$ cat src/rtl/chop_sinc3_pkg.sv
// Shared types and width helpers for the chopped sinc3 decimator.
package chop_sinc3_pkg;

    // Polarity of the analog front end during the word being collected.
    typedef enum logic {
        PH_DIRECT  = 1'b0,
        PH_SWAPPED = 1'b1
    } chop_ph_e;

    // Cascade width that holds ratio^3 with a sign bit, wraparound-safe.
    function automatic int acc_width(input int ratio_log2);
        return 3 * ratio_log2 + 1;
    endfunction

endpackage

$ cat src/rtl/sinc3_integrator.sv
// Three cascaded accumulators running at the modulator rate.
// Assumes: two's-complement wraparound is acceptable, because the
// difference stage cancels it. integ_next is the third-stage value that
// includes the bit of the current cycle.
module sinc3_integrator #(
    parameter int ACC_W = 25
) (
    input  logic                    clk,
    input  logic                    rst_n,
    input  logic                    sample_en,
    input  logic                    bit_in,
    output logic signed [ACC_W-1:0] integ_next
);
    localparam int STAGES = 3;

    logic signed [ACC_W-1:0] acc_q [STAGES];
    logic signed [ACC_W-1:0] acc_d [STAGES];
    logic signed [ACC_W-1:0] step;

    // Map the bit onto +1 or -1.
    assign step = bit_in ? ACC_W'(1) : {ACC_W{1'b1}};

    // Next-state of the cascade, each stage fed by the updated one before it.
    always_comb begin
        acc_d[0] = acc_q[0] + step;
        for (int s = 1; s < STAGES; s++) begin
            acc_d[s] = acc_q[s] + acc_d[s-1];
        end
    end

    // Accumulator registers advance only on accepted bits.
    always_ff @(posedge clk) begin
        for (int s = 0; s < STAGES; s++) begin
            if (!rst_n) begin
                acc_q[s] <= '0;
            end else if (sample_en) begin
                acc_q[s] <= acc_d[s];
            end
        end
    end

    assign integ_next = acc_d[STAGES-1];

    // an accepted bit moves the first stage by exactly one step.
    a_r1_unit_step: assert property (@(posedge clk) disable iff (!rst_n)
        ($past(rst_n) && $past(sample_en)) |->
            ((acc_q[0] == $past(acc_q[0]) + ACC_W'(1)) ||
             (acc_q[0] == $past(acc_q[0]) - ACC_W'(1))));

    // without an accepted bit the cascade stays frozen.
    a_r1_gated: assert property (@(posedge clk) disable iff (!rst_n)
        ($past(rst_n) && !$past(sample_en)) |-> $stable(acc_q[STAGES-1]));

endmodule

$ cat src/rtl/sinc3_decimator.sv
// Bit counter and three-stage difference network at the word rate.
// Assumes: ratio values below 2 are treated as 2. A change of ratio
// restarts the count, and no word is formed in that cycle.
module sinc3_decimator #(
    parameter int RATIO_W = 8,
    parameter int ACC_W   = 25
) (
    input  logic                    clk,
    input  logic                    rst_n,
    input  logic                    sample_en,
    input  logic [RATIO_W-1:0]      ratio,
    input  logic signed [ACC_W-1:0] integ,
    output logic                    word_stb,
    output logic                    restart,
    output logic signed [ACC_W-1:0] word
);
    localparam int DIFFS = 3;
    localparam logic [RATIO_W-1:0] MIN_RATIO = RATIO_W'(2);

    logic [RATIO_W-1:0]      ratio_q;
    logic [RATIO_W-1:0]      ratio_eff;
    logic [RATIO_W-1:0]      cnt_q;
    logic signed [ACC_W-1:0] dly_q [DIFFS];
    logic signed [ACC_W-1:0] st    [DIFFS+1];

    // Clamp the programmed ratio to the smallest usable value.
    assign ratio_eff = (ratio_q < MIN_RATIO) ? MIN_RATIO : ratio_q;
    assign restart   = (ratio != ratio_q);
    assign word_stb  = sample_en && !restart && (cnt_q == ratio_eff - 1'b1);

    // Remember the ratio of the previous cycle, loaded during reset too.
    always_ff @(posedge clk) begin
        ratio_q <= ratio;
    end

    // Count accepted bits within the current word.
    always_ff @(posedge clk) begin
        if (!rst_n || restart) begin
            cnt_q <= '0;
        end else if (sample_en) begin
            cnt_q <= word_stb ? '0 : cnt_q + 1'b1;
        end
    end

    // Difference chain against the values stored at the previous word.
    always_comb begin
        st[0] = integ;
        for (int s = 0; s < DIFFS; s++) begin
            st[s+1] = st[s] - dly_q[s];
        end
    end

    // Store each stage's input for the next word.
    always_ff @(posedge clk) begin
        for (int s = 0; s < DIFFS; s++) begin
            if (!rst_n) begin
                dly_q[s] <= '0;
            end else if (word_stb) begin
                dly_q[s] <= st[s];
            end
        end
    end

    assign word = st[DIFFS];

    // the count never reaches the effective ratio.
    a_r2_count_in_range: assert property (@(posedge clk) disable iff (!rst_n)
        cnt_q < ratio_eff);

    // a word always leaves the counter at zero.
    a_r2_wrap: assert property (@(posedge clk) disable iff (!rst_n)
        word_stb |=> (cnt_q == '0));

    // with the clamp, two words are never back to back.
    a_r9_spacing: assert property (@(posedge clk) disable iff (!rst_n)
        word_stb |=> !word_stb);

endmodule

$ cat src/rtl/chop_averager.sv
// Chop sign correction, pairwise averaging, settle gating and scaling.
// Assumes: word_stb and restart never occur together. The first
// SETTLE_WORDS words after a restart are used only as history.
module chop_averager
    import chop_sinc3_pkg::*;
#(
    parameter int ACC_W        = 25,
    parameter int OUT_W        = 24,
    parameter int SETTLE_WORDS = 4
) (
    input  logic                    clk,
    input  logic                    rst_n,
    input  logic                    word_stb,
    input  logic                    restart,
    input  logic signed [ACC_W-1:0] word,
    output logic                    chop_phase,
    output logic signed [OUT_W-1:0] result,
    output logic                    result_valid
);
    localparam int SET_W = $clog2(SETTLE_WORDS + 1);
    localparam logic [SET_W-1:0] SETTLED = SET_W'(SETTLE_WORDS);

    chop_ph_e                phase_q;
    logic signed [ACC_W-1:0] prev_q;
    logic signed [ACC_W-1:0] fixed;
    logic signed [ACC_W:0]   pair_sum;
    logic signed [ACC_W-1:0] half;
    logic signed [OUT_W-1:0] scaled;
    logic signed [OUT_W-1:0] result_q;
    logic [SET_W-1:0]        settle_q;
    logic                    settled;
    logic                    valid_q;

    // Undo the front-end swap on odd words.
    assign fixed    = (phase_q == PH_SWAPPED) ? -word : word;
    // Sum with the predecessor at full width, then halve.
    assign pair_sum = {fixed[ACC_W-1], fixed} + {prev_q[ACC_W-1], prev_q};
    assign half     = pair_sum[ACC_W:1];
    assign settled  = (settle_q == SETTLED);

    // Keep the top OUT_W bits, or sign-extend a narrow cascade.
    generate
        if (ACC_W > OUT_W) begin : g_trunc
            assign scaled = half[ACC_W-1 -: OUT_W];
        end else begin : g_extend
            assign scaled = OUT_W'(half);
        end
    endgenerate

    // Phase, history, settle count and the output registers.
    always_ff @(posedge clk) begin
        if (!rst_n) begin
            phase_q  <= PH_DIRECT;
            prev_q   <= '0;
            settle_q <= '0;
            result_q <= '0;
            valid_q  <= 1'b0;
        end else begin
            valid_q <= 1'b0;
            if (restart) begin
                settle_q <= '0;
                phase_q  <= PH_DIRECT;
            end else if (word_stb) begin
                prev_q  <= fixed;
                phase_q <= (phase_q == PH_DIRECT) ? PH_SWAPPED : PH_DIRECT;
                valid_q <= settled;
                if (settled) begin
                    result_q <= scaled;
                end else begin
                    settle_q <= settle_q + 1'b1;
                end
            end
        end
    end

    assign chop_phase   = phase_q;
    assign result       = result_q;
    assign result_valid = valid_q;

    // every word flips the chop phase.
    a_r4_phase_flip: assert property (@(posedge clk) disable iff (!rst_n)
        word_stb |=> (chop_phase != $past(chop_phase)));

    // the result only moves together with a strobe.
    a_r5_hold: assert property (@(posedge clk) disable iff (!rst_n)
        ($past(rst_n) && !result_valid) |-> $stable(result));

    // the strobe lasts a single cycle.
    a_r2_one_cycle: assert property (@(posedge clk) disable iff (!rst_n)
        result_valid |=> !result_valid);

    // a restart is never followed by a strobe.
    a_r8_quiet_after_restart: assert property (@(posedge clk) disable iff (!rst_n)
        restart |=> !result_valid);

endmodule

$ cat src/rtl/chop_sinc3_decim.sv
// Top level: sinc3 decimation of a modulator bitstream with chop
// correction and offset-cancelling pairwise averaging.
// Assumes: the front end swaps its input polarity while chop_phase is 1.
module chop_sinc3_decim
    import chop_sinc3_pkg::*;
#(
    parameter int RATIO_LOG2 = 8,
    parameter int OUT_W      = 24
) (
    input  logic                    clk,
    input  logic                    rst_n,
    input  logic                    mod_en,
    input  logic                    mod_bit,
    input  logic [RATIO_LOG2-1:0]   dec_ratio,
    output logic                    chop_phase,
    output logic signed [OUT_W-1:0] result,
    output logic                    result_valid
);
    localparam int ACC_W        = acc_width(RATIO_LOG2);
    localparam int SETTLE_WORDS = 4;

    logic signed [ACC_W-1:0] integ;
    logic signed [ACC_W-1:0] word;
    logic                    word_stb;
    logic                    restart;

    sinc3_integrator #(.ACC_W(ACC_W)) u_integ (
        .clk        (clk),
        .rst_n      (rst_n),
        .sample_en  (mod_en),
        .bit_in     (mod_bit),
        .integ_next (integ)
    );

    sinc3_decimator #(.RATIO_W(RATIO_LOG2), .ACC_W(ACC_W)) u_decim (
        .clk       (clk),
        .rst_n     (rst_n),
        .sample_en (mod_en),
        .ratio     (dec_ratio),
        .integ     (integ),
        .word_stb  (word_stb),
        .restart   (restart),
        .word      (word)
    );

    chop_averager #(.ACC_W(ACC_W), .OUT_W(OUT_W), .SETTLE_WORDS(SETTLE_WORDS)) u_avg (
        .clk          (clk),
        .rst_n        (rst_n),
        .word_stb     (word_stb),
        .restart      (restart),
        .word         (word),
        .chop_phase   (chop_phase),
        .result       (result),
        .result_valid (result_valid)
    );

endmodule

$ cat config.mk
export PLATFORM = sky130hd
export DESIGN_NAME = chop_sinc3_decim
export DESIGN_NICKNAME = d
export VERILOG_FILES = /design/src/rtl/chop_sinc3_pkg.sv /design/src/rtl/sinc3_integrator.sv /design/src/rtl/sinc3_decimator.sv /design/src/rtl/chop_averager.sv /design/src/rtl/chop_sinc3_decim.sv
export SDC_FILE = /design/constraint.sdc
export NUM_CORES = 1
export LEC_CHECK = 0
export BUFFER_PORTS_ARGS = -buffer_cell sky130_fd_sc_hd__buf_2
export CAP_MARGIN = 20
export CORE_UTILIZATION = 28
export CTS_CLUSTER_DIAMETER = 40
export CTS_CLUSTER_SIZE = 28
export DETAILED_ROUTE_END_ITERATION = 8
export SYNTH_ARGS = -nofsm -noshare
export SYNTH_HDL_FRONTEND = slang
export SYNTH_SLANG_ARGS = --single-unit
$ cat constraint.sdc
create_clock -name clk -period 12.67 [get_ports clk]
set_clock_uncertainty 0.1 [all_clocks]
set_input_delay 2.534 -clock clk [delete_from_list [all_inputs] [get_ports clk]]
set_output_delay 2.534 -clock clk [all_outputs]
set_load 0.005 [all_outputs]
==> results of run 1 <==
[Yosys cell counts, types with 25 or more instances]
library cell	count	area, um^2
nor2_1	142	533.0
a21oi_1	111	555.5
ha_1	175	2190
a21o_1	52	390.4
o21bai_1	25	187.7
nor2b_1	37	231.5
a21boi_0	25	187.7
edfxtp_1	150	4504
o21ai_0	73	365.4
nand3_1	34	170.2
and3_1	94	588.1
dfxtp_1	70	1401
mux2i_1	29	290.3
inv_1	158	593.1
xor2_1	64	560.5
nor3_1	36	180.2
nand2_1	103	386.6
clkbuf_1	45	168.9
xnor2_1	124	1086
[worst reg2reg max path: cells and delay by family (launching register included)]
family	cells	cell delay (ps)
XOR/XNOR	7	1230
adder cells (fa/ha/maj)	7	2190
AND/OR/NAND/NOR	8	1980
buffers and inverters	7	940
flip-flops	1	430
AO/OA/AOI/OAI	19	3260
[metrics by stage]
stage	hold slack [ps]	instances	TNS, ps	instance area, um^2
after floorplan	327.4	1830	0	16820
after global placement	343.2	2809	-91.65	19450
after detailed placement	352.8	2809	-337.1	19450
after CTS	359.5	2889	0	20920
after global routing	381.7	2899	-50.11	21300
final	353.9	2899	0	21300
[worst min path at each step]
stage | startpoint | to | slack [ps] | cells past startpoint
final | u_avg.result[0] | u_avg.result[0] | 350 | 2
after global routing | u_avg.result[14] | u_avg.result[14] | 380 | 2
after CTS | u_avg.result[0] | u_avg.result[0] | 360 | 2
after detailed placement | u_avg.result[0] | u_avg.result[0] | 350 | 2
after global placement | u_avg.prev_q[24] | u_avg.prev_q[24] | 340 | 2
after floorplan | u_avg.prev_q[24] | u_avg.prev_q[24] | 330 | 2
[final cells by class]
type	count	share of cell area (%)
Inverter	158	2.802
Clock buffer	50	5.616
Multi-Input combinational cell	1402	48.96
Sequential cell	220	27.73
Clock inverter	30	1.251
Tap cell	773	4.541
Timing Repair Buffer	266	9.105
[kinds of logic (layout without fill, tap and decap cells)]
group                    Yosys count  count (layout)  synth area share [%]
AND/OR/NAND/NOR                  576             576                 17.67
AO/OA/AOI/OAI                    425             425                 16.97
flip-flops                       220             220                 35.13
buffers and inverters            208             504                 4.711
XOR/XNOR                         189             189                 9.928
adder cells (fa/ha/maj)          181             181                 13.74
multiplexers                      31              31                 1.861
[per-layer routing]
| layer | share of wire [%] | up-vias |
|---|---|---|
| li1 | - | 7095 |
| met1 | 46 | 6398 |
| met2 | 48 | 184 |
| met3 | 3.1 | 68 |
| met4 | 2.3 | 0 |
| met5 | 0 | - |
[repair_timing]
item                       4_1_cts  5_1_grt
resized for setup                0       68
buffers inserted                 0        9
setup endpoints to repair        0        6
hold buffers                     0        0
[sequential cells by signal (all words and copies together), names as in the netlist]
name                cells
u_avg.chop_phase        1
u_avg.prev_q           25
u_avg.result           24
u_avg.result_valid      1
u_avg.settle_q          3
u_decim.cnt_q           8
u_decim.dly_q          75
u_decim.ratio_q         8
u_integ.acc_q          75
[cell usage in the layout (no fill, tap or decap), types with 12 or more instances in the layout]
cell type,netlist,final
buf_4,0,228
o21bai_1,25,25
inv_1,158,156
a21oi_2,1,15
nand3_1,34,33
nor2_1,142,139
mux2i_1,29,29
xnor2_1,124,118
or2_2,12,12
a21o_1,52,52
ha_1,175,171
and2_1,23,23
dfxtp_1,70,70
a31oi_1,15,14
o21ai_1,8,15
nand2b_1,24,22
nand2_1,103,102
xor2_1,64,56
and3_1,94,94
a21boi_0,25,21
buf_2,3,36
or3_1,22,21
o21ai_0,73,64
nor2b_1,37,37
nand4_1,13,13
o21a_1,24,24
a21oi_1,111,96
nor3_1,36,35
edfxtp_1,150,150
clkbuf_16,0,46
==> impl_metrics.toml, run 1 <==
[run_status]
status = "complete, but fails checks"
violations = "DRC"

[setup_path]
cp.arrival_ps = 12380
regToRegSetupSlack_ps = 2510
critPathMaxStageDelay_ps = 660
regToRegEndpoint = "u_avg.result[22]"
endpoint_kind = "register"
cpLargestDelayFamily = "compound AO/OA/AOI/OAI gates"
timing.rr.start = "u_integ.acc_q[0][1]"
cpMaxStageDelayCell = "or4b_2"
cp_max_fo = 20
path_class = "in -> reg"
path_depth = 49
critPathLaunch = "mod_bit"
crit_buf_inv = 11
required_ps = 13060
critical_path.most_common_cell = "buf_4"
r2r_cells = 48
cp-start-kind = "input port"
crit_path_end = "u_avg.result[22]"

[route]
drc = 11
num_vias = 13750
ant_nets = 0
first_pass_iters = 7
viasPerCell = 4.741
wl_per_cell_um = 12.95
drt_iter0_drc = 562
finalWirelength_mm = 37.54

[timing]
setup_slack_ps = 680.9
worst_pin_slew_ps = 1038
hold_viol_final = 0
finalMaxSlewViolations = 0
setup_viol = 0
post-route-period-util_pct = 94.63
maxSlewHeadroom_pct = 30.82
fmax_mhz = 83.41
min_period_ps = 11990

[floorplanning]
rows = 89
die_area_mm2 = 0.06103
die_h_um = 247.0
io-pin-count = 38
fp.dieW_um = 247.0
coreArea_mm2 = 0.05913
initial_core_util_pct = 28.43

[logic_synthesis]
synth.distinct_cells = 85
syn_inst = 1830
synth_seq_cells = 220
synthFlopType = "edfxtp_1"
synthArstFlopShare_pct = 0
ys_seq_area_share_pct = 35.13
syn_nets = 2023
synth_edf_count = 150
syn-cell-area_mm2 = 0.01681
syn_area_per_cell_um2 = 9.187
ys_warn_count = 0

[cells_and_area]
multi_input_area_mm2 = 0.01043
nFillCells = 5914
final_nets = 2284
antenna_cells = 0
drive_above_1_share_pct = 20.08
syn_to_final_growth_pct = 26.69
ff_latch_area_mm2 = 0.005906
fin_util_pct = 36.02

[clock_tree]
cts-root-buf = "clkbuf_16"
cts_buffers = 43
clk_latency_ps = 560
clockBufferDepth = 3
clk_pin_slew_ps = 50
cts.sinks = 220
h-tree-depth = 2
cts_tree = "yes"

[grt]
use_met2_pct = 21.70
grt_busiest_layer = "met2"
grt_util_all_layers_pct = 12.33
first_global_vias = 13770
antenna_found_initial = 0
overflow = 0
global_route.usage.met1_pct = 15.08
grtUsageMet3_pct = 1.986
grt_max_degree = 78
grt_pass1_wl_mm = 63.26

[placement]
portBuffers = 37
dp_hpwl_mm = 27.18
place_ws_ps = -185.9
gp_congestion = 0.8726

[hold_path]
min_path_type = "reg -> reg"

[run]
drv_cap = 0
Power of run 1 is left out: the tool's default activity adds up to more than one toggle a clock period on the data nets, which glitch-free logic cannot reach.
==> inputs of run 2 (changes only) <==
Settings changed: SYNTH_HIERARCHICAL set to 1.
==> run 2 against run 1 <==
The flow now finishes without violations. Via count grew 12%. Die area up 5.9%. Global-route usage increased by 1.5 points. Setup slack worse by 250 ps. Critical path type unchanged. Register-to-register slack got worse by 360 ps. Largest cell class unchanged.
==> impl_metrics.toml, run 2 <==
[run_status]
status = "complete, no violations"

[placement]
gp_congestion = 0.8873
portBuffers = 37
dp.cells = 3069
dp_hpwl_mm = 33.15

[cells_and_area]
ff_latch_area_mm2 = 0.005906
final_common_cell = "buf_4"
antenna_cells = 0
drive_above_1_share_pct = 25.52
final_cells = 3193
top_regs = "u_decim/dly_q x75, u_integ/acc_q x75, u_avg/prev_q x25"
syn_to_final_growth_pct = 31.66
layout_common_cells = "buf_4 (311), nor2_1 (171), ha_1 (158), edfxtp_1 (150), inv_1 (128)"
multi_input_area_mm2 = 0.01161
final_nets = 2498
nFillCells = 6271

[setup_path]
cpMaxStageDelayCell = "or4_4"
path_class = "in -> reg"
cp_max_fo = 5
cp.arrival_ps = 12630
critPathMaxStageDelay_ps = 530
cp-start-kind = "input port"
required_ps = 13070
critical_path.most_common_cell = "buf_4"
endpoint_kind = "register"

[logic_synthesis]
synth_edf_count = 150
yosysMostFrequentCell = "ha_1"
syn_area_per_cell_um2 = 8.874
ys_seq_area_share_pct = 33.16
synth.distinct_cells = 86
synthTopCellsByArea = "edfxtp_1 (25%), ha_1 (12%), dfxtp_1 (7.9%)"
synthArstFlopShare_pct = 0
synth_largest_area_cell = "edfxtp_1"
ys_warn_count = 6
synthFlopType = "edfxtp_1"
yosys.area.top_type_share_pct = 25.29
synth_commonest_cells = "ha_1 (177), nor2_1 (173), a21oi_1 (152), edfxtp_1 (150), and3_1 (130)"
syn_nets = 2202
syn_inst = 2007
syn-cell-area_mm2 = 0.01781
synth_seq_cells = 220

[route]
drc = 0
ant_nets = 0
num_vias = 15420
wl_per_cell_um = 14.29
first_pass_iters = 7
finalWirelength_mm = 45.64
viasPerCell = 4.830
drt_iter0_drc = 768

[clock_tree]
clockBufferDepth = 3
cts_tree = "yes"
holdBufCountCts = 0
clk_pin_slew_ps = 50
cts.sinks = 220
cts_buffers = 54
clk_latency_ps = 590
cts-root-buf = "clkbuf_16"
h-tree-depth = 2

[run]
drv_cap = 0

[grt]
first_global_vias = 15340
grt_max_degree = 76
grt_util_all_layers_pct = 13.84
overflow = 0
grt_pass1_wl_mm = 73.75
antenna_found_initial = 0

[floorplanning]
fp.dieW_um = 254.2
rows = 92
initial_core_util_pct = 28.28
io-pin-count = 38
die_h_um = 254.2
die_area_mm2 = 0.06462
coreArea_mm2 = 0.06297

[timing]
finalMaxSlewViolations = 0
setup_viol = 0
min_period_ps = 12230
fmax_mhz = 81.74
hold_viol_final = 0
post-route-period-util_pct = 96.56
tns_ps = 0
worst_pin_slew_ps = 1025
maxSlewHeadroom_pct = 31.65

[hold_path]
min_path_type = "reg -> reg"
## run 2: cell types whose count changed in the layout (fill, tap and decap cells not counted), moves of 18 or more
cell	previous run	this run
a21oi_1	96	118
and3_1	94	127
xnor2_1	118	96
buf_4	228	311
nand2_1	102	123
nor2_1	139	171
mux2i_1	29	4
inv_1	156	128
a21oi_2	15	33
## run 2: layer usage
metal | global-route usage, % | wire length [um]
met4 | 5.077 | 1421
met2 | 24.83 | 22470
met1 | 16.72 | 20280
met3 | 1.929 | 1471
met5 | 0 | 0
## run 2: layout make-up
| cell class | count | area share, % |
|---|---|---|
| multi-input combinational | 1549 | 49.50 |
| sequential | 220 | 25.19 |
| timing repair buffer | 348 | 10.80 |
| inverter | 130 | 2.097 |
| tap | 846 | 4.514 |
| clock inverter | 38 | 1.788 |
| clock buffer | 62 | 6.115 |
## run 2: through the flow
stage	worst slack [ps]	util (%)	area [um^2]	hold WS, ps
after global routing	-82.98	37.24	23450	370.6
after detailed placement	-582.1	32.90	20720	340.9
after global placement	-490.0	32.90	20720	331.4
final	435.7	37.24	23450	346.2
after floorplan	5.273	-	17960	340.6
after CTS	40.83	35.86	22580	348.8
## run 2: cell families (layout without fill, tap and decap cells)
family | after synthesis | in the layout | synth area share, %
fa+ha+maj | 183 | 183 | 13.11
mux | 5 | 5 | 0.2880
xor+xnor | 185 | 185 | 9.252
simple gates | 670 | 670 | 19.24
compound gates | 506 | 506 | 18.58
flops | 220 | 220 | 33.16
buf+inv | 238 | 578 | 6.365
## run 2: path summary, 6_finish.rpt
path         slack (ps)  depth (start not counted)               end                 from
max                 440                         49  u_avg/result[21]              mod_bit
min                 350                          2  u_avg/result[17]     u_avg/result[17]
max reg2reg        2150                         51  u_avg/result[21]  u_integ/acc_q[0][0]
min reg2reg         350                          2  u_avg/result[17]     u_avg/result[17]
## run 2: critical path, delay by kind of cell
family	cells	cell delay, ps
simple gates	9	2220
xor+xnor	6	1000
fa+ha+maj	7	2190
compound gates	18	3250
mux	1	250
buf+inv	8	1160
## run 2: repair_timing
item / in CTS / in global routing
endpoints found under the hold margin: 0 / 0
pin swaps: 0 / 92
buffers inserted: 0 / 25
endpoints found under the setup margin: 1 / 9
gates resized for setup: 1 / 139
Power of run 2 is left out for the same reason.
==> inputs of run 3 (changes only) <==
Settings changed: PLACE_DENSITY set to 0.49.
==> run 3 against run 2 <==
Final cell count up 0.56%. Setup slack worse by 33 ps. Sequential share of layout area down 0.098 points. Utilization up 0.15 points. Wire length up 4.9%. First-iteration DRC count down 4.2%.
==> impl_metrics.toml, run 3 (synthesis results as in run 2) <==
[run_status]
status = "complete, no violations"

[setup_path]
path_class = "in -> reg"
cp_max_fo = 5
timing.rr.start = "u_integ/acc_q[0][0]"
regToRegSetupSlack_ps = 2240
cpLargestDelayFamily = "compound AO/OA/AOI/OAI gates"
critPathLaunch = "mod_bit"
crit_buf_inv = 5
regToRegEndpoint = "u_avg/result[22]"
required_ps = 13060
r2r_cells = 49
cp-start-kind = "input port"
cp.arrival_ps = 12650
critPathMaxStageDelay_ps = 410
cpMaxStageDelayCell = "or3_4"
endpoint_kind = "register"
critical_path.most_common_cell = "a21o_1"

[timing]
fmax_mhz = 81.52
worst_pin_slew_ps = 1073
min_period_ps = 12270
hold_viol_final = 0
setup_viol = 0
tns_ps = 0
post-route-period-util_pct = 96.82
maxSlewHeadroom_pct = 28.17
finalMaxSlewViolations = 0

[cells_and_area]
final_common_cell = "buf_4"
syn_to_final_growth_pct = 32.18
antenna_cells = 0
ff_latch_area_mm2 = 0.005906
top_regs = "u_decim/dly_q x75, u_integ/acc_q x75, u_avg/prev_q x25"
nFillCells = 6369
drive_above_1_share_pct = 25.45
final_nets = 2515
layout_common_cells = "buf_4 (326), nor2_1 (169), ha_1 (164), edfxtp_1 (150), a21oi_1 (130)"
multi_input_area_mm2 = 0.01149

[clock_tree]
cts.sinks = 220
clk_latency_ps = 600
clk_pin_slew_ps = 50
cts_buffers = 55
cts-root-buf = "clkbuf_16"
h-tree-depth = 2
clockBufferDepth = 3
cts_tree = "yes"

[route]
num_vias = 15420
drt_iter0_drc = 736
wl_per_cell_um = 14.91
drc = 0
ant_nets = 0
first_pass_iters = 5
finalWirelength_mm = 47.87
viasPerCell = 4.801

[grt]
grt_max_degree = 76
grt_util_all_layers_pct = 14.61
overflow = 0
antenna_found_initial = 0
first_global_vias = 15210
grt_pass1_wl_mm = 76.72

[hold_path]
whs_path_depth = 2
min_from = "u_avg/result[16]"
min_to = "u_avg/result[16]"
min_path_type = "reg -> reg"

[floorplanning]
coreArea_mm2 = 0.06297
fp.dieW_um = 254.2
die_h_um = 254.2
rows = 92
io-pin-count = 38
initial_core_util_pct = 28.28
die_area_mm2 = 0.06462

[placement]
dp_hpwl_mm = 35.27
gp_congestion = 0.8484
portBuffers = 37

[run]
drv_cap = 0
## run 3: cell type report
class	count	share of cell area (%)
tap	846	4.497
timing repair buffer	364	11.39
multi-input combinational	1549	48.81
sequential	220	25.09
clock inverter	40	1.945
inverter	130	2.089
clock buffer	62	6.176
## run 3: layer usage
layer  routed length, um  GRT usage (%)  vias up
met3                1525          2.143       77
met4                1459          5.508        0
met1               22000          18.37     7229
met2               22890          25.15      238
met5                   0              0        -
li1                    -              -     7871
## run 3: worst reg2reg max path: cells and delay by family (launching register included)
family	cells	cell delay [ps]
adder cells (fa/ha/maj)	7	2390
flip-flops	1	370
XOR/XNOR	6	960
AND/OR/NAND/NOR	10	2450
buffers and inverters	8	1140
AO/OA/AOI/OAI	18	3020
## run 3: through the flow
step | worst slack, ps | utilization (%) | instances | hold slack, ps | cell area [um^2]
after global placement | -636.3 | 33.18 | 3092 | 332.1 | 20890
after detailed placement | -699.2 | 33.18 | 3092 | 337.2 | 20890
after floorplan | 5.273 | - | 2007 | 340.6 | 17960
after global routing | -64.47 | 37.39 | 3211 | 373.1 | 23540
final | 402.4 | 37.39 | 3211 | 343.9 | 23540
after CTS | 5.920 | 36.24 | 3194 | 346.6 | 22820
## run 3: what timing repair did
item / CTS / global route
buffers inserted: 0 / 15
pin swaps: 0 / 53
hold buffers: 0 / 0
gates resized for setup: 3 / 121
endpoints found under the setup margin: 3 / 7
## run 3: worst max path at each step
stage | end | depth (start not counted)
floorplan | u_avg/result[21] | 50
global placement | u_avg/result[22] | 50
finish | u_avg/result[22] | 53
global route | u_avg/result[22] | 55
CTS | u_avg/result[22] | 52
detailed placement | u_avg/result[22] | 49
Power of run 3 is left out for the same reason.
